[src/rtl/fcs_pkg.sv]
package fcs_pkg;

    typedef enum logic [3:0] {
        S_IDLE,
        S_PG_DATA,
        S_CONF_BERASE,
        S_CONF_EALL,
        S_CONF_LOCK,
        S_SCAN,
        S_ISSUE,
        S_WAIT
    } seq_state_t;

    typedef enum logic [1:0] {
        RD_ARRAY,
        RD_STATUS,
        RD_LOCK
    } rd_mode_t;

    localparam logic [1:0] OP_PROG  = 2'd1;
    localparam logic [1:0] OP_ERASE = 2'd2;
    localparam logic [1:0] OP_LOCK  = 2'd3;

    localparam logic [7:0] CMD_RD_ARRAY  = 8'hFF;
    localparam logic [7:0] CMD_RD_STATUS = 8'h70;
    localparam logic [7:0] CMD_CLR_STAT  = 8'h50;
    localparam logic [7:0] CMD_PAGE_PROG = 8'h41;
    localparam logic [7:0] CMD_BLK_ERASE = 8'h20;
    localparam logic [7:0] CMD_ERASE_ALL = 8'hA7;
    localparam logic [7:0] CMD_LOCK_PROG = 8'h77;
    localparam logic [7:0] CMD_RD_LOCK   = 8'h71;
    localparam logic [7:0] CMD_CONFIRM   = 8'hD0;

endpackage

[src/rtl/fcs_lock_bits.sv]
module fcs_lock_bits #(
    parameter int IDX_W   = 4,
    localparam int NUM_BLK = 1 << IDX_W
) (
    input  logic               clk,
    input  logic               rst_n,
    input  logic               set_en,
    input  logic [IDX_W-1:0]   set_idx,
    input  logic [IDX_W-1:0]   qa_idx,
    input  logic [IDX_W-1:0]   qb_idx,
    output logic               qa_locked,
    output logic               qb_locked,
    output logic [NUM_BLK-1:0] locked_vec
);

    logic [NUM_BLK-1:0] lock_q;

    for (genvar g = 0; g < NUM_BLK; g++) begin : g_bit
        always_ff @(posedge clk) begin
            if (!rst_n) begin
                lock_q[g] <= 1'b0;
            end else if (set_en && (set_idx == IDX_W'(g))) begin
                lock_q[g] <= 1'b1;
            end
        end
    end

    assign qa_locked  = lock_q[qa_idx];
    assign qb_locked  = lock_q[qb_idx];
    assign locked_vec = lock_q;

    // a lock, once set, stays set
    a_r9_lock_sticky: assert property (@(posedge clk) disable iff (!rst_n)
        (($past(lock_q) & ~lock_q) == '0));

    // a lock bit changes only through the set strobe
    a_r9_lock_only_on_set: assert property (@(posedge clk) disable iff (!rst_n)
        !set_en |=> $stable(lock_q));

endmodule

[src/rtl/fcs_status.sv]
module fcs_status (
    input  logic       clk,
    input  logic       rst_n,
    input  logic       clr,
    input  logic       set_seq,
    input  logic       set_prog,
    input  logic       set_erase,
    input  logic       ready,
    output logic [7:0] sr
);

    logic erase_err_q, prog_err_q, seq_err_q;

    always_ff @(posedge clk) begin
        if (!rst_n) begin
            erase_err_q <= 1'b0;
            prog_err_q  <= 1'b0;
            seq_err_q   <= 1'b0;
        end else if (clr) begin
            erase_err_q <= 1'b0;
            prog_err_q  <= 1'b0;
            seq_err_q   <= 1'b0;
        end else begin
            erase_err_q <= erase_err_q | set_erase;
            prog_err_q  <= prog_err_q  | set_prog;
            seq_err_q   <= seq_err_q   | set_seq;
        end
    end

    assign sr = {ready, 1'b0, erase_err_q, prog_err_q, seq_err_q, 3'b000};

    // a clear empties all three error bits
    a_r4_clear_errors: assert property (@(posedge clk) disable iff (!rst_n)
        clr |=> (sr[5:3] == 3'b000));

    // a sequence error request is visible on the next cycle
    a_r8_seq_sets: assert property (@(posedge clk) disable iff (!rst_n)
        (set_seq && !clr) |=> sr[3]);

endmodule

[src/rtl/flash_cmd_seq.sv]
module flash_cmd_seq
    import fcs_pkg::*;
#(
    parameter int ADDR_W   = 16,
    parameter int DATA_W   = 16,
    parameter int BLK_LOG2 = 12,
    parameter int PG_LOG2  = 8
) (
    input  logic                clk,
    input  logic                rst_n,
    input  logic                rewrite_en,
    input  logic                bus_wr,
    input  logic                bus_rd,
    input  logic [ADDR_W-1:0]   bus_addr,
    input  logic [DATA_W-1:0]   bus_wdata,
    input  logic [DATA_W-1:0]   arr_rdata,
    output logic [DATA_W-1:0]   bus_rdata,
    output logic                pbuf_we,
    output logic [PG_LOG2-2:0]  pbuf_idx,
    output logic [DATA_W-1:0]   pbuf_data,
    output logic                be_req,
    output logic [1:0]          be_op,
    output logic [ADDR_W-1:0]   be_addr,
    input  logic                be_done
);

    localparam int BLK_IDX_W = ADDR_W - BLK_LOG2;
    localparam int NUM_BLK   = 1 << BLK_IDX_W;
    localparam int PG_IDX_W  = PG_LOG2 - 1;
    localparam int PG_BASE_W = ADDR_W - PG_LOG2;
    localparam logic [BLK_IDX_W-1:0] LAST_BLK = BLK_IDX_W'(NUM_BLK - 1);

    function automatic logic [ADDR_W-1:0] blk_addr(input logic [BLK_IDX_W-1:0] i);
        return {i, {(BLK_LOG2-1){1'b1}}, 1'b0};
    endfunction

    seq_state_t                state_q, state_d;
    rd_mode_t                  rd_q, rd_d;
    logic [PG_BASE_W-1:0]      pg_base_q, pg_base_d;
    logic [PG_IDX_W-1:0]       pg_idx_q, pg_idx_d;
    logic [1:0]                op_q, op_d;
    logic [ADDR_W-1:0]         addr_q, addr_d;
    logic                      eall_q, eall_d;
    logic [BLK_IDX_W-1:0]      scan_q, scan_d;

    logic                      wr_cmd;
    logic [7:0]                cbyte;
    logic [BLK_IDX_W-1:0]      bus_blk, pg_blk, qb_idx;
    logic                      qa_locked, qb_locked;
    logic [NUM_BLK-1:0]        locked_vec;
    logic                      lock_set;
    logic                      clr_sr, set_seq, set_prog, set_erase;
    logic                      ready;
    logic [7:0]                sr;
    logic                      pg_ok;

    assign wr_cmd  = bus_wr && rewrite_en;
    assign cbyte   = bus_wdata[7:0];
    assign bus_blk = bus_addr[ADDR_W-1 -: BLK_IDX_W];
    assign pg_blk  = pg_base_q[PG_BASE_W-1 -: BLK_IDX_W];
    assign ready   = !(state_q inside {S_SCAN, S_ISSUE, S_WAIT});
    assign pg_ok   = (bus_addr[PG_LOG2-1:0] == {pg_idx_q, 1'b0}) &&
                     ((pg_idx_q == '0) || (bus_addr[ADDR_W-1:PG_LOG2] == pg_base_q));

    fcs_lock_bits #(.IDX_W(BLK_IDX_W)) u_locks (
        .clk        (clk),
        .rst_n      (rst_n),
        .set_en     (lock_set),
        .set_idx    (addr_q[ADDR_W-1 -: BLK_IDX_W]),
        .qa_idx     (bus_blk),
        .qb_idx     (qb_idx),
        .qa_locked  (qa_locked),
        .qb_locked  (qb_locked),
        .locked_vec (locked_vec)
    );

    fcs_status u_status (
        .clk       (clk),
        .rst_n     (rst_n),
        .clr       (clr_sr),
        .set_seq   (set_seq),
        .set_prog  (set_prog),
        .set_erase (set_erase),
        .ready     (ready),
        .sr        (sr)
    );

    // State register
    always_ff @(posedge clk) begin
        if (!rst_n) begin
            state_q   <= S_IDLE;
            rd_q      <= RD_ARRAY;
            pg_base_q <= '0;
            pg_idx_q  <= '0;
            op_q      <= OP_PROG;
            addr_q    <= '0;
            eall_q    <= 1'b0;
            scan_q    <= '0;
        end else begin
            state_q   <= state_d;
            rd_q      <= rd_d;
            pg_base_q <= pg_base_d;
            pg_idx_q  <= pg_idx_d;
            op_q      <= op_d;
            addr_q    <= addr_d;
            eall_q    <= eall_d;
            scan_q    <= scan_d;
        end
    end

    // Next state and outputs
    always_comb begin
        state_d   = state_q;
        rd_d      = rd_q;
        pg_base_d = pg_base_q;
        pg_idx_d  = pg_idx_q;
        op_d      = op_q;
        addr_d    = addr_q;
        eall_d    = eall_q;
        scan_d    = scan_q;
        qb_idx    = bus_blk;
        lock_set  = 1'b0;
        clr_sr    = 1'b0;
        set_seq   = 1'b0;
        set_prog  = 1'b0;
        set_erase = 1'b0;
        pbuf_we   = 1'b0;
        be_req    = 1'b0;

        unique case (state_q)
            S_IDLE: begin
                if (wr_cmd) begin
                    unique case (cbyte)
                        CMD_RD_ARRAY:  rd_d = RD_ARRAY;
                        CMD_RD_STATUS: rd_d = RD_STATUS;
                        CMD_CLR_STAT:  clr_sr = 1'b1;
                        CMD_RD_LOCK:   rd_d = RD_LOCK;
                        CMD_PAGE_PROG: begin
                            state_d  = S_PG_DATA;
                            pg_idx_d = '0;
                        end
                        CMD_BLK_ERASE: state_d = S_CONF_BERASE;
                        CMD_ERASE_ALL: state_d = S_CONF_EALL;
                        CMD_LOCK_PROG: state_d = S_CONF_LOCK;
                        default: ;
                    endcase
                end
            end
            S_PG_DATA: begin
                qb_idx = pg_blk;
                if (wr_cmd) begin
                    if (!pg_ok) begin
                        set_seq = 1'b1;
                        rd_d    = RD_ARRAY;
                        state_d = S_IDLE;
                    end else begin
                        pbuf_we = 1'b1;
                        if (pg_idx_q == '0) begin
                            pg_base_d = bus_addr[ADDR_W-1:PG_LOG2];
                        end
                        pg_idx_d = pg_idx_q + 1'b1;
                        if (pg_idx_q == '1) begin
                            if (qb_locked) begin
                                set_prog = 1'b1;
                                rd_d     = RD_STATUS;
                                state_d  = S_IDLE;
                            end else begin
                                op_d    = OP_PROG;
                                addr_d  = {pg_base_q, {PG_LOG2{1'b0}}};
                                rd_d    = RD_STATUS;
                                state_d = S_ISSUE;
                            end
                        end
                    end
                end
            end
            S_CONF_BERASE: begin
                if (wr_cmd) begin
                    if (cbyte != CMD_CONFIRM) begin
                        set_seq = 1'b1;
                        rd_d    = RD_ARRAY;
                        state_d = S_IDLE;
                    end else if (qb_locked) begin
                        set_erase = 1'b1;
                        rd_d      = RD_STATUS;
                        state_d   = S_IDLE;
                    end else begin
                        op_d    = OP_ERASE;
                        addr_d  = blk_addr(bus_blk);
                        eall_d  = 1'b0;
                        rd_d    = RD_STATUS;
                        state_d = S_ISSUE;
                    end
                end
            end
            S_CONF_LOCK: begin
                if (wr_cmd) begin
                    if (cbyte != CMD_CONFIRM) begin
                        set_seq = 1'b1;
                        rd_d    = RD_ARRAY;
                        state_d = S_IDLE;
                    end else begin
                        op_d    = OP_LOCK;
                        addr_d  = blk_addr(bus_blk);
                        eall_d  = 1'b0;
                        rd_d    = RD_STATUS;
                        state_d = S_ISSUE;
                    end
                end
            end
            S_CONF_EALL: begin
                if (wr_cmd) begin
                    if (cbyte != CMD_CONFIRM) begin
                        set_seq = 1'b1;
                        rd_d    = RD_ARRAY;
                        state_d = S_IDLE;
                    end else begin
                        eall_d  = 1'b1;
                        scan_d  = '0;
                        rd_d    = RD_STATUS;
                        state_d = S_SCAN;
                    end
                end
            end
            S_SCAN: begin
                qb_idx = scan_q;
                if (!qb_locked) begin
                    op_d    = OP_ERASE;
                    addr_d  = blk_addr(scan_q);
                    state_d = S_ISSUE;
                end else if (scan_q == LAST_BLK) begin
                    eall_d  = 1'b0;
                    state_d = S_IDLE;
                end else begin
                    scan_d = scan_q + 1'b1;
                end
            end
            S_ISSUE: begin
                be_req  = 1'b1;
                state_d = S_WAIT;
            end
            S_WAIT: begin
                if (be_done) begin
                    lock_set = (op_q == OP_LOCK);
                    if (eall_q && (scan_q != LAST_BLK)) begin
                        scan_d  = scan_q + 1'b1;
                        state_d = S_SCAN;
                    end else begin
                        eall_d  = 1'b0;
                        state_d = S_IDLE;
                    end
                end
            end
            default: state_d = S_IDLE;
        endcase

        // the only write accepted while busy selects the status read mode
        if (!ready && wr_cmd && (cbyte == CMD_RD_STATUS)) begin
            rd_d = RD_STATUS;
        end
    end

    assign pbuf_idx  = pg_idx_q;
    assign pbuf_data = bus_wdata;
    assign be_op     = op_q;
    assign be_addr   = addr_q;

    // Read data selection
    always_comb begin
        bus_rdata = '0;
        if (bus_rd) begin
            if (!rewrite_en) begin
                bus_rdata = arr_rdata;
            end else begin
                unique case (rd_q)
                    RD_STATUS: bus_rdata[7:0] = sr;
                    RD_LOCK:   bus_rdata[6]   = !qa_locked;
                    default:   bus_rdata      = arr_rdata;
                endcase
            end
        end
    end

    // no command leaves the idle state while rewrite mode is off
    a_r1_gated: assert property (@(posedge clk) disable iff (!rst_n)
        (state_q == S_IDLE && !rewrite_en) |=> (state_q == S_IDLE));

    // no erase or program request targets a locked block
    a_r10_no_locked_req: assert property (@(posedge clk) disable iff (!rst_n)
        (be_req && (be_op != OP_LOCK)) |-> !locked_vec[be_addr[ADDR_W-1 -: BLK_IDX_W]]);

    // request is a single-cycle pulse
    a_r13_req_pulse: assert property (@(posedge clk) disable iff (!rst_n)
        be_req |=> !be_req);

    // status reports busy until done arrives
    a_r12_busy_hold: assert property (@(posedge clk) disable iff (!rst_n)
        (be_req || (state_q == S_WAIT && !be_done)) |=> !sr[7]);

    // program requests carry a page-aligned address
    a_r5_page_aligned: assert property (@(posedge clk) disable iff (!rst_n)
        (be_req && be_op == OP_PROG) |-> (be_addr[PG_LOG2-1:0] == '0));

    // a bad confirmation returns to idle with the sequence error set
    a_r8_bad_confirm: assert property (@(posedge clk) disable iff (!rst_n)
        ((state_q inside {S_CONF_BERASE, S_CONF_EALL, S_CONF_LOCK}) && wr_cmd &&
         (cbyte != CMD_CONFIRM)) |=> (state_q == S_IDLE && sr[3]));

endmodule

[config.mk]
export PLATFORM = sky130hd
export DESIGN_NAME = flash_cmd_seq
export DESIGN_NICKNAME = d
export VERILOG_FILES = /design/src/rtl/fcs_pkg.sv /design/src/rtl/fcs_lock_bits.sv /design/src/rtl/fcs_status.sv /design/src/rtl/flash_cmd_seq.sv
export SDC_FILE = /design/constraint.sdc
export NUM_CORES = 1
export LEC_CHECK = 0
export ABC_AREA = 1
export ABC_CLOCK_PERIOD_IN_PS = 3300
export BUFFER_PORTS_ARGS = -buffer_cell sky130_fd_sc_hd__buf_2
export CAP_MARGIN = 20
export CORE_MARGIN = 2
export CORE_UTILIZATION = 40
export CTS_BUF_LIST = sky130_fd_sc_hd__clkbuf_16
export DETAILED_ROUTE_END_ITERATION = 6
export SLEW_MARGIN = 10
export SYNTH_ARGS = -nofsm -noshare
export SYNTH_HDL_FRONTEND = slang
export SYNTH_SLANG_ARGS = --single-unit
[constraint.sdc]
create_clock -name clk -period 3.3 [get_ports clk]
set_input_delay 0.495 -clock clk [delete_from_list [all_inputs] [get_ports clk]]
set_output_delay 0.495 -clock clk [all_outputs]
set_load 0.02 [all_outputs]
Word level (Yosys, flattened, before mapping)
Cells that the tools add are included.
W data, S select, Z words.
{"block": "totals", "elab_cells": 256, "register_bits": 63, "inputBits": 54, "out_inout_bits": 59}
{"block": "op_classes", "n_eq_ne": 69, "n_addsub": 2, "mux": 104, "bitwise": 4, "order_cmp": 2, "reduce_logical": 47}
{"operator": "$mux W16", "n": 12}
{"operator": "$mux W4", "n": 16}
{"operator": "$pmux W16 S4", "n": 1}
{"operator": "$eq A8 B7 Y1 const B", "n": 5}
{"operator": "$eq A4 B4 Y1 const B", "n": 9}
{"operator": "$mux W1", "n": 36}
{"operator": "$ne A2 B2 Y1 const B", "n": 17}
{"operator": "$eq A4 B3 Y1 const B", "n": 8}
{"operator": "$pmux W4 S8", "n": 1}
{"operator": "$mux W2", "n": 14}
{"operator": "$mux W7", "n": 4}
{"operator": "$logic_and A1 B1 Y1", "n": 21}
{"operator": "$reduce_and A9 Y1", "n": 2}
{"operator": "$eq A4 B2 Y1 const B", "n": 4}
{"operator": "$eq A8 B8 Y1", "n": 2}
{"operator": "$eq A8 B8 Y1 const B", "n": 2}
{"operator": "$pmux W4 S4", "n": 1}
{"operator": "$mux W3", "n": 5}
{"operator": "$pmux W7 S2", "n": 1}
{"operator": "$pmux W2 S3", "n": 2}
{"operator": "$pmux W4 S3", "n": 1}
{"operator": "$pmux W6 S2", "n": 1}
{"operator": "$reduce_and A12 Y1", "n": 1}
{"operator": "$reduce_and A6 Y1", "n": 2}
{"operator": "other kinds (39)", "n": 60}

Longest topological paths before layout
Gate-level depths: netlist of run 1.
{"block": "logic_depth", "depth_word": 10, "mapped_depth": 16, "mapped_depth_nobuf": 15}

Cells and area by module
Synthesis of run 1 repeated with hierarchy kept, for this count alone.
{"block": "unflattened", "hier_cells": 672, "area_unflattened_um2": 4164.0}
{"module": "flash_cmd_seq", "n_inst": 1, "cells_per_inst": 500, "seq_area_each_um2": 720.7, "area_each_um2": 3065.4}
{"module": "fcs_lock_bits", "n_inst": 1, "cells_per_inst": 152, "seq_area_each_um2": 320.3, "area_each_um2": 942.2}
{"module": "fcs_status", "n_inst": 1, "cells_per_inst": 20, "seq_area_each_um2": 60.1, "area_each_um2": 156.4}

Least setup slack after synthesis of run 1
Ideal clock, no wire load.
{"block": "synth_path", "path_type": "input to output", "from": "in bus_addr[12]", "to": "out bus_rdata[6]", "required_time_ns": 2.805, "path_stages": 9, "t_arrival_ns": 1.739, "path_buffers": 2, "slack_ns": 1.066, "path_cell_list": "buf_2 -> inv_1 -> clkbuf_1 -> a21oi_1 -> o21ai_0 -> nand3_1 -> nand3_1 -> nand4_1 -> o22ai_1"}
{"block": "synth_between", "elab_chain_cells": 6}
{"item": "start, declared", "line_no": "flash_cmd_seq.sv:14", "source": "input logic [ADDR_W-1:0] bus_addr,"}
{"item": "$bmux W1 S4", "line_no": "fcs_lock_bits.sv:28", "source": "assign qa_locked = lock_q[qa_idx];"}
{"item": "$mux W1 (not written as such)", "line_no": "fcs_lock_bits.sv:28"}
{"item": "$logic_not A1 Y1", "line_no": "flash_cmd_seq.sv:277", "source": "RD_LOCK: bus_rdata[6] = !qa_locked;"}
{"item": "$pmux W1 S2", "line_no": "flash_cmd_seq.sv:275", "source": "unique case (rd_q)"}
{"item": "$mux W16", "line_no": "flash_cmd_seq.sv:272", "source": "if (!rewrite_en) begin"}
{"item": "$mux W16", "line_no": "flash_cmd_seq.sv:271", "source": "if (bus_rd) begin"}
{"item": "end, declared", "line_no": "flash_cmd_seq.sv:17", "source": "output logic [DATA_W-1:0] bus_rdata,"}
Every way passes these cells. The select of a mux whose other input is x is not followed.

Final worst setup path of run 1
{"block": "layout_path", "from": "reg rd_q[0]", "to": "out bus_rdata[6]"}
{"block": "layout_between", "elab_chain_cells": 4, "elab_cells_between_ends": 5, "classes_between": "2 x eq/ne; 3 x mux"}
{"item": "start, declared", "line_no": "flash_cmd_seq.sv:38", "source": "rd_mode_t rd_q, rd_d;"}
{"item": "start signal, assigned", "line_no": "flash_cmd_seq.sv:101", "source": "rd_q <= rd_d;"}
{"item": "$eq A2 B2 Y1 or $eq A2 B1 Y1 (tied branches)", "line_no": "flash_cmd_seq.sv:275"}
{"item": "$pmux W1 S2 *", "line_no": "flash_cmd_seq.sv:275"}
{"item": "$mux W16 *", "line_no": "flash_cmd_seq.sv:272"}
{"item": "$mux W16 *", "line_no": "flash_cmd_seq.sv:271"}
Mark *: on every way between the ends. The rest lies on a longest branch, timed or not.

==> results of run 1 <==
worst max-delay path, stage by stage, from the launching register on:
cell and delay [ns]:
dfxtp_1 0.35, inv_1 0.05, ha_1 0.30, o21ai_1 0.79, o22ai_1 0.15, buf_2 0.20
metal layers:
layer	GRT usage	vias up
met4	0.0685	0
li1	-	2180
met1	0.278	1939
met2	0.331	105
met3	0.0306	16
met5	0	-
kinds of logic after synthesis:
group	Yosys count	share of synthesized area
buffers and inverters	133	0.153
DFF	55	0.272
and+or+nand+nor	322	0.377
AOI/OAI and AO/OA	112	0.166
xor gates and xnor gates	7	0.0152
other	1	0.000927
adders and majority gates	5	0.0155
registers in the layout (all words and copies together) (netlist names):
name and count:
eall_q 1, be_addr 9, rd_q 2, pbuf_idx 7, pg_base_q 8, u_status.erase_err_q 1, u_locks.locked_vec 16, scan_q 4
u_status.seq_err_q 1, u_status.prog_err_q 1, be_op 2, state_q 3
final cells by class:
type,instances,area [um2]
fill,1050,5190
multi-input combinational,447,2320
sequential,55,1100
timing repair buffer,97,490
inverter,96,363
tap,133,166
clock buffer,5,125
clock inverter,2,13.8
power by group:
part | internal (mW) | leakage, nW | total, mW | switching, mW
sequential | 0.741 | 0.444 | 0.843 | 0.102
clock | 0.278 | 0.0696 | 0.531 | 0.253
combinational | 0.401 | 1.62 | 1.20 | 0.801
cell usage after synthesis, types with 2 or more instances:
| library cell | instances | area share |
|---|---|---|
| o21ai_0 | 27 | 0.033 |
| nand2_2 | 4 | 0.0062 |
| nand4_1 | 12 | 0.019 |
| o22ai_1 | 7 | 0.011 |
| nand3_4 | 2 | 0.0087 |
| nor2_4 | 5 | 0.014 |
| nor3_1 | 11 | 0.014 |
| clkinv_1 | 2 | 0.0019 |
| or2_2 | 5 | 0.0077 |
| inv_1 | 86 | 0.080 |
| buf_4 | 25 | 0.046 |
| nand2_1 | 115 | 0.11 |
| dfxtp_1 | 55 | 0.27 |
| a21oi_2 | 8 | 0.017 |
| a31oi_1 | 11 | 0.017 |
| nand2_4 | 3 | 0.0084 |
| o21ai_1 | 3 | 0.0037 |
| a21oi_1 | 47 | 0.058 |
| inv_2 | 7 | 0.0065 |
| nand3_1 | 63 | 0.078 |
| nand3_2 | 4 | 0.0099 |
| nor2_2 | 5 | 0.0077 |
| xor2_1 | 2 | 0.0043 |
| xnor2_1 | 5 | 0.011 |
| nor2_1 | 87 | 0.081 |
| ha_1 | 5 | 0.015 |
| buf_2 | 3 | 0.0037 |
| clkbuf_1 | 7 | 0.0065 |
path summary, 6_finish.rpt:
path                                       endpoint                start  depth (start not counted)
worst min-delay path            u_status.prog_err_q  u_status.prog_err_q                          2
worst max-delay path                   bus_rdata[6]              rd_q[0]                          5
worst min register to register  u_status.prog_err_q  u_status.prog_err_q                          2
worst max register to register           be_addr[7]          pbuf_idx[0]                         11
==> results.sh, run 1 <==
export IMPL_setup_violations_final=0
export IMPL_synth_seq_cells=55
export IMPL_grt_util_all_layers=0.205
export IMPL_crit_required_ns=2.80
export IMPL_drt_iter0_drc=252
export IMPL_layout_common_cells="115 x nand2_1, 95 x buf_2, 87 x nor2_1"
export IMPL_grt_antenna_before_repair=0
export IMPL_start_util=0.414
export IMPL_dp_cells=828
export IMPL_first_global_vias=3792
export IMPL_synth_distinct_cells=47
export IMPL_tightestPinTransition_ns=0.993
export IMPL_slew_violations=0
export IMPL_postCtsHoldBufs=0
export IMPL_die_w_um=105
export IMPL_core_mm2=0.00977
export IMPL_drtPass1Iterations=5
export IMPL_vdd_drop_max_mv=0.242
export IMPL_clock_latency_ns=0.30
export IMPL_fin_util=0.469
export IMPL_leakagePower_nw=2.14
export IMPL_vias=4240
export IMPL_topRoutingLayerUsed="met4"
export IMPL_routed_via_density=5.08
export IMPL_antenna_cells=0
export IMPL_reg2reg_slack_ns=0.79
export IMPL_ctsHtreeMaxLevel=2
export IMPL_avgRoutedWirePerCell_um=13.6
export IMPL_status="complete, no violations"
export IMPL_synth_avg_cell_area_um2=6.37
export IMPL_drt_total_wl_um=11300
export IMPL_io_pins=113
export IMPL_grt_max_degree=26
export IMPL_io_buffers=95
export IMPL_clock_path_buffers=2
export IMPL_rows=36
export IMPL_postSynthCellCount=635
export IMPL_dieArea_mm2=0.0109
export IMPL_tns_ns=0
export IMPL_hold_viol_final=0
export IMPL_start_kind="flop"
export IMPL_fin_cells=835
export IMPL_drc=0
export IMPL_crit_path_end_kind="output port"
export IMPL_powerDensity_mw_per_mm2=562
export IMPL_clkTransAtPathRegs_ns=0.07
export IMPL_synth_area_mm2=0.00404
export IMPL_numCtsBuffers=5
export IMPL_drive_gt1_frac=0.222
export IMPL_max_freq_mhz=380
export IMPL_grt_overflow_total=0
export IMPL_fin_crit_ns=2.63
export IMPL_timing_final_crit_share=0.798
export IMPL_wl_met3_um=457
export IMPL_synth_nets=694
export IMPL_cts_root_buf="clkbuf_16"
export IMPL_detail_route_antenna_nets=0
export IMPL_critical_path_arrival_ns=2.14
export IMPL_slew_limit_headroom=0.334
export IMPL_fin_skew_ns=0.00530
export IMPL_dpl_cell_area_mm2=0.00445
export IMPL_holdWs_ns=0.459
export IMPL_place_congestion=0.909
export IMPL_post_place_ws_ns=0.652
export IMPL_fin_area_mm2=0.00458
export IMPL_cts_sinks=55
export IMPL_area_delta_synth_final_pct=13.4
export IMPL_finalNetCount=761
export IMPL_fin_ws_ns=0.665
export IMPL_crit_fanout=16
export IMPL_cts_tree="done"
export IMPL_wl_met1_um=5360
export IMPL_synthFlopType="dfxtp_1"
export IMPL_postCtsSetupRepairBufs=0
export IMPL_async_reset_ff_frac=0
export IMPL_yosys_warnings=0
export IMPL_synth_edff_count=0
export IMPL_cap_violations=0
export IMPL_rsz0062_at_grt="false"
export IMPL_wl_met2_um=5290
export IMPL_final_common_cell="nand2_1"
export IMPL_grt_pass1_wl_um=18400
export IMPL_critical_path_class="reg -> out"
export IMPL_hold_path_class="reg -> reg"
export IMPL_dp_hpwl_um=9050
export IMPL_p_total_mw=2.58
export IMPL_ctsResizeCount=0
export IMPL_synth_seq_area_share=0.272
export IMPL_die_y_um=105
Note: power is estimated with default switching activity, not from simulation.
==> run 2: changes to the inputs <==
- ABC_CLOCK_PERIOD_IN_PS: 3300 -> 2150
- PLACE_DENSITY: unset -> 0.66
- clock period: 3.3 -> 2.15 ns (I/O delays scaled with it)
==> run 2 against run 1 <==
  * Worst setup slack lost 0.56 ns
  * Worst hold slack worse by 0.17 ns
  * Clock power up 69%
  * Core utilization is 3.0 points higher
  * Power grew 65%
  * Cell count rose by 3.0%
  * Die area is the same
  * Largest cell class unchanged
  * Largest power group unchanged
==> results.sh, run 2 (synthesized netlist as in run 1, its figures left out) <==
export IMPL_status="complete, no violations"
export IMPL_leakagePower_nw=2.27
export IMPL_fin_util=0.499
export IMPL_fin_ws_ns=0.104
export IMPL_routed_via_density=5.03
export IMPL_clock_latency_ns=0.29
export IMPL_rsz0062_at_grt="true"
export IMPL_timing_rr_start="state_q[1]"
export IMPL_drc=0
export IMPL_cts_sinks=55
export IMPL_grt_overflow_total=0
export IMPL_dp_cells=850
export IMPL_min_to="pg_base_q[1]"
export IMPL_fin_crit_ns=2.05
export IMPL_holdWs_ns=0.293
export IMPL_combPwrFrac=0.488
export IMPL_drt_iter0_drc=241
export IMPL_critical_path_class="reg -> out"
export IMPL_clkPwrFrac=0.211
export IMPL_avgRoutedWirePerCell_um=13.7
export IMPL_dp_hpwl_um=9520
export IMPL_drive_gt1_frac=0.274
export IMPL_slew_violations=0
export IMPL_fin_cells=860
export IMPL_max_freq_mhz=489
export IMPL_io_pins=113
export IMPL_die_y_um=105
export IMPL_post_place_ws_ns=0.0597
export IMPL_internal_power_mw=2.44
export IMPL_final_common_cell="nand2_1"
export IMPL_postCtsHoldBufs=0
export IMPL_p_total_mw=4.25
export IMPL_slew_limit_headroom=0.479
export IMPL_largest_reg_flops=16
export IMPL_cts_root_buf="clkbuf_16"
export IMPL_dieArea_mm2=0.0109
export IMPL_pwr_share_seq=0.301
export IMPL_numCtsBuffers=5
export IMPL_first_global_vias=3937
export IMPL_die_w_um=105
export IMPL_drtPass1Iterations=4
export IMPL_vdd_drop_max_mv=0.498
export IMPL_finalNetCount=786
export IMPL_crit_path_end_kind="output port"
export IMPL_rows=36
export IMPL_start_kind="flop"
export IMPL_fin_skew_ns=0.00271
export IMPL_place_congestion=0.957
export IMPL_layout_common_cells="115 x nand2_1, 94 x buf_2, 86 x nor2_1"
export IMPL_drt_total_wl_um=11800
export IMPL_dpl_cell_area_mm2=0.00463
export IMPL_grt_util_all_layers=0.207
export IMPL_powerDensity_mw_per_mm2=872
export IMPL_vias=4327
export IMPL_timing_final_crit_share=0.951
export IMPL_tns_ns=0
export IMPL_crit_fanout=5
export IMPL_switchingPower_mw=1.82
export IMPL_grt_pass1_wl_um=18900
export IMPL_clock_path_buffers=2
export IMPL_crit_required_ns=1.83
export IMPL_p_sw_frac=0.427
export IMPL_start_util=0.414
export IMPL_hold_path_class="in -> reg"
export IMPL_io_buffers=95
export IMPL_cts_tree="done"
export IMPL_critical_path_arrival_ns=1.72
export IMPL_area_delta_synth_final_pct=20.7
export IMPL_ctsHtreeMaxLevel=2
export IMPL_fin_area_mm2=0.00488
export IMPL_grt_antenna_before_repair=0
export IMPL_r2r_cells=14
export IMPL_hold_viol_final=0
export IMPL_fillers=1029
export IMPL_antenna_cells=0
export IMPL_hold_path_depth=3
export IMPL_setup_violations_final=0
export IMPL_cap_violations=0
export IMPL_reg2reg_slack_ns=0.18
export IMPL_tightestPinTransition_ns=0.771
export IMPL_detail_route_antenna_nets=0
export IMPL_r2r_end="state_q[1]"
export IMPL_hold_start="bus_addr[9]"
export IMPL_core_mm2=0.00977
export IMPL_grt_max_degree=25
export IMPL_clkTransAtPathRegs_ns=0.07
-- run 2: cell count changes in the layout (fill, tap and decap cells not counted), moves of 3 or more --
cell / before / now
buf_4: 2 / 24
dfxtp_1: 55 / 48
dfxtp_2: 0 / 7
inv_2: 7 / 11
nand3_1: 63 / 59
nand3_2: 4 / 7
-- run 2: layout make-up --
class                   count  area [um2]  area share
clock buffers               5         125      0.0256
inverters                  96         363      0.0744
repair buffers            121         693       0.142
clock inverters             2        33.8     0.00692
flip-flops and latches     55        1110       0.227
well taps                 133         166      0.0341
multi-input cells         448        2390       0.489
-- run 2: how the worst max path moves through the flow --
| stage | startpoint | slack, ns | cells past startpoint | to |
|---|---|---|---|---|
| after global routing | pbuf_idx[0] | -0.03 | 10 | pbuf_we |
| after detailed placement | bus_addr[12] | 0.06 | 9 | bus_rdata[6] |
| final | pbuf_idx[0] | 0.10 | 10 | pbuf_we |
| after global placement | bus_addr[12] | 0.08 | 9 | bus_rdata[6] |
| after floorplan | pbuf_idx[0] | 0.08 | 13 | be_addr[14] |
| after CTS | pbuf_idx[2] | 0.01 | 10 | pbuf_we |
-- run 2: power by group through the flow --
stage | clock (mW) | sequential (mW) | combinational (mW)
2_1_floorplan | 0 | 1.36 | 1.42
3_3_place_gp | 0 | 1.29 | 1.99
3_5_place_dp | 0 | 1.29 | 2.01
4_1_cts | 0.916 | 1.27 | 2.02
5_1_grt | 0.952 | 1.30 | 2.29
6_report | 0.898 | 1.28 | 2.08
-- run 2: critical path: stages (launching register included) --
cell and delay, ns:
dfxtp_2 0.32, buf_4 0.15, xor2_1 0.15, nor2_1 0.08, nand4_1 0.09, nor2_1 0.14, nand2_1 0.11, inv_2 0.11
nand3_4 0.09, inv_1 0.07, buf_4 0.13
-- run 2: layer usage --
layer,wire (um),global-route usage,up-vias
met2,5690,0.361,100
met5,0,0,-
met1,5410,0.270,1980
met3,462,0.0281,17
li1,-,-,2230
met4,206,0.0512,0
-- run 2: timing repair --
item	in CTS	in global routing
endpoints found under the hold margin	0	0
gates cloned	0	1
endpoints found under the setup margin	1	28
gates resized for setup	2	22
pin swaps	0	2
buffers inserted	0	2
==> run 3: changes to the inputs <==
- CELL_PAD_IN_SITES_DETAIL_PLACEMENT: unset -> 1
- CELL_PAD_IN_SITES_GLOBAL_PLACEMENT: unset -> 1
- CORE_UTILIZATION: 40 -> 33
- PLACE_DENSITY: 0.66 -> unset
- PLACE_DENSITY_LB_ADDON: unset -> 0.1
==> run 3 against run 2 <==
  * Via count grew 5.0%
  * Non-clock buffer count rose by 12
  * Sequential power barely moved
  * Global-route usage is 0.49 points higher
  * Critical path depth unchanged
  * Clock power rose by 8.6%
  * Critical path type unchanged
==> results.sh, run 3 (synthesized netlist as in run 1, its figures left out) <==
export IMPL_grt_overflow_total=0
export IMPL_ctsHtreeMaxLevel=2
export IMPL_post_place_ws_ns=-0.00871
export IMPL_clock_latency_ns=0.31
export IMPL_layout_common_cells="111 x nand2_1, 94 x buf_2, 85 x nor2_1"
export IMPL_status="complete, no violations"
export IMPL_antenna_cells=0
export IMPL_final_common_cell="nand2_1"
export IMPL_fillers=1657
export IMPL_vias=4543
export IMPL_hold_viol_final=0
export IMPL_grt_antenna_before_repair=0
export IMPL_slew_violations=0
export IMPL_cts_tree="done"
export IMPL_clock_path_buffers=2
export IMPL_start_util=0.337
export IMPL_routed_via_density=5.13
export IMPL_io_buffers=95
export IMPL_crit_required_ns=1.83
export IMPL_max_freq_mhz=492
export IMPL_hold_path_class="in -> reg"
export IMPL_fin_crit_ns=2.03
export IMPL_die_w_um=115
export IMPL_core_mm2=0.0120
export IMPL_area_delta_synth_final_pct=25.0
export IMPL_tightestPinTransition_ns=0.515
export IMPL_tns_ns=0
export IMPL_powerDensity_mw_per_mm2=897
export IMPL_critical_path_class="reg -> out"
export IMPL_cts_root_buf="clkbuf_16"
export IMPL_fin_area_mm2=0.00505
export IMPL_drive_gt1_frac=0.295
export IMPL_slew_limit_headroom=0.654
export IMPL_grt_util_all_layers=0.212
export IMPL_fin_skew_ns=0.00604
export IMPL_io_pins=113
export IMPL_holdWs_ns=0.260
export IMPL_clkTransAtPathRegs_ns=0.08
export IMPL_cap_violations=0
export IMPL_postCtsHoldBufs=0
export IMPL_numCtsBuffers=5
export IMPL_start_kind="flop"
export IMPL_dpl_cell_area_mm2=0.00473
export IMPL_die_y_um=115
export IMPL_dp_hpwl_um=11100
export IMPL_vdd_drop_max_mv=0.299
export IMPL_first_global_vias=4510
export IMPL_largest_reg_flops=16
export IMPL_crit_fanout=5
export IMPL_detail_route_antenna_nets=0
export IMPL_avgRoutedWirePerCell_um=15.5
export IMPL_finalNetCount=797
export IMPL_drc=0
export IMPL_fin_ws_ns=0.117
export IMPL_grt_max_degree=25
export IMPL_crit_path_end_kind="output port"
export IMPL_drt_iter0_drc=191
export IMPL_dieArea_mm2=0.0132
export IMPL_setup_violations_final=0
export IMPL_p_total_mw=4.54
export IMPL_leakagePower_nw=2.35
export IMPL_cts_sinks=55
export IMPL_drt_total_wl_um=13700
export IMPL_rows=40
export IMPL_timing_final_crit_share=0.946
export IMPL_grt_pass1_wl_um=22400
export IMPL_place_congestion=0.851
export IMPL_drtPass1Iterations=4
export IMPL_critical_path_arrival_ns=1.71
-- run 3: path summary, 6_finish.rpt --
check,startpoint,end,slack [ns],depth (start not counted)
max,pbuf_idx[0],pbuf_we,0.12,10
min,bus_addr[9],pg_base_q[1],0.26,3
max reg2reg,state_q[0],scan_q[3],0.13,15
min reg2reg,u_status.prog_err_q,u_status.prog_err_q,0.45,2
-- run 3: power breakdown --
part,total (mW),switching (mW),internal [mW]
Combinational,2.29,1.41,0.876
Sequential,1.27,0.131,1.14
Clock,0.975,0.423,0.552
Total,4.53,1.97,2.57
-- run 3: final cells by class --
cell class              count  area (um2)  share of cell area
well taps                 147         184              0.0364
clock inverters             3        42.5             0.00842
repair buffers            133         821               0.162
clock buffers               5         125              0.0248
inverters                  96         368              0.0728
multi-input cells         447        2390               0.474
flip-flops and latches     55        1120               0.222
-- run 3: stage by stage --
| step | instances | utilization |
|---|---|---|
| floorplan | 635 | - |
| global placement | 872 | 0.394 |
| detailed placement | 872 | 0.394 |
| CTS | 880 | 0.409 |
| global route | 886 | 0.421 |
| finish | 886 | 0.421 |
-- run 3: timing repair --
action,4_1_cts,5_1_grt
setup buffers,0,6
endpoints found under the setup margin,4,28
endpoints found under the hold margin,0,0
pin swaps,0,9
gates resized for setup,7,29
-- run 3: worst max-delay path, cell delays in order, from the launching register on --
cell	delay (ns)
dfxtp_2	0.33
buf_4	0.15
xor2_1	0.15
nor2_1	0.08
nand4_1	0.12
nor2_1	0.14
nand2_2	0.10
inv_4	0.08
nand3_4	0.08
inv_2	0.07
buf_6	0.11
-- run 3: per-layer routing --
| layer | part of all wire | wire, um | track usage | vias up |
|---|---|---|---|---|
| met1 | 0.47 | 6510 | 0.293 | 2202 |
| met2 | 0.48 | 6580 | 0.353 | 76 |
| met5 | 0 | 0 | 0 | - |
| met4 | 0.0080 | 110 | 0.0386 | 0 |
| li1 | - | - | - | 2256 |
| met3 | 0.038 | 524 | 0.0365 | 9 |
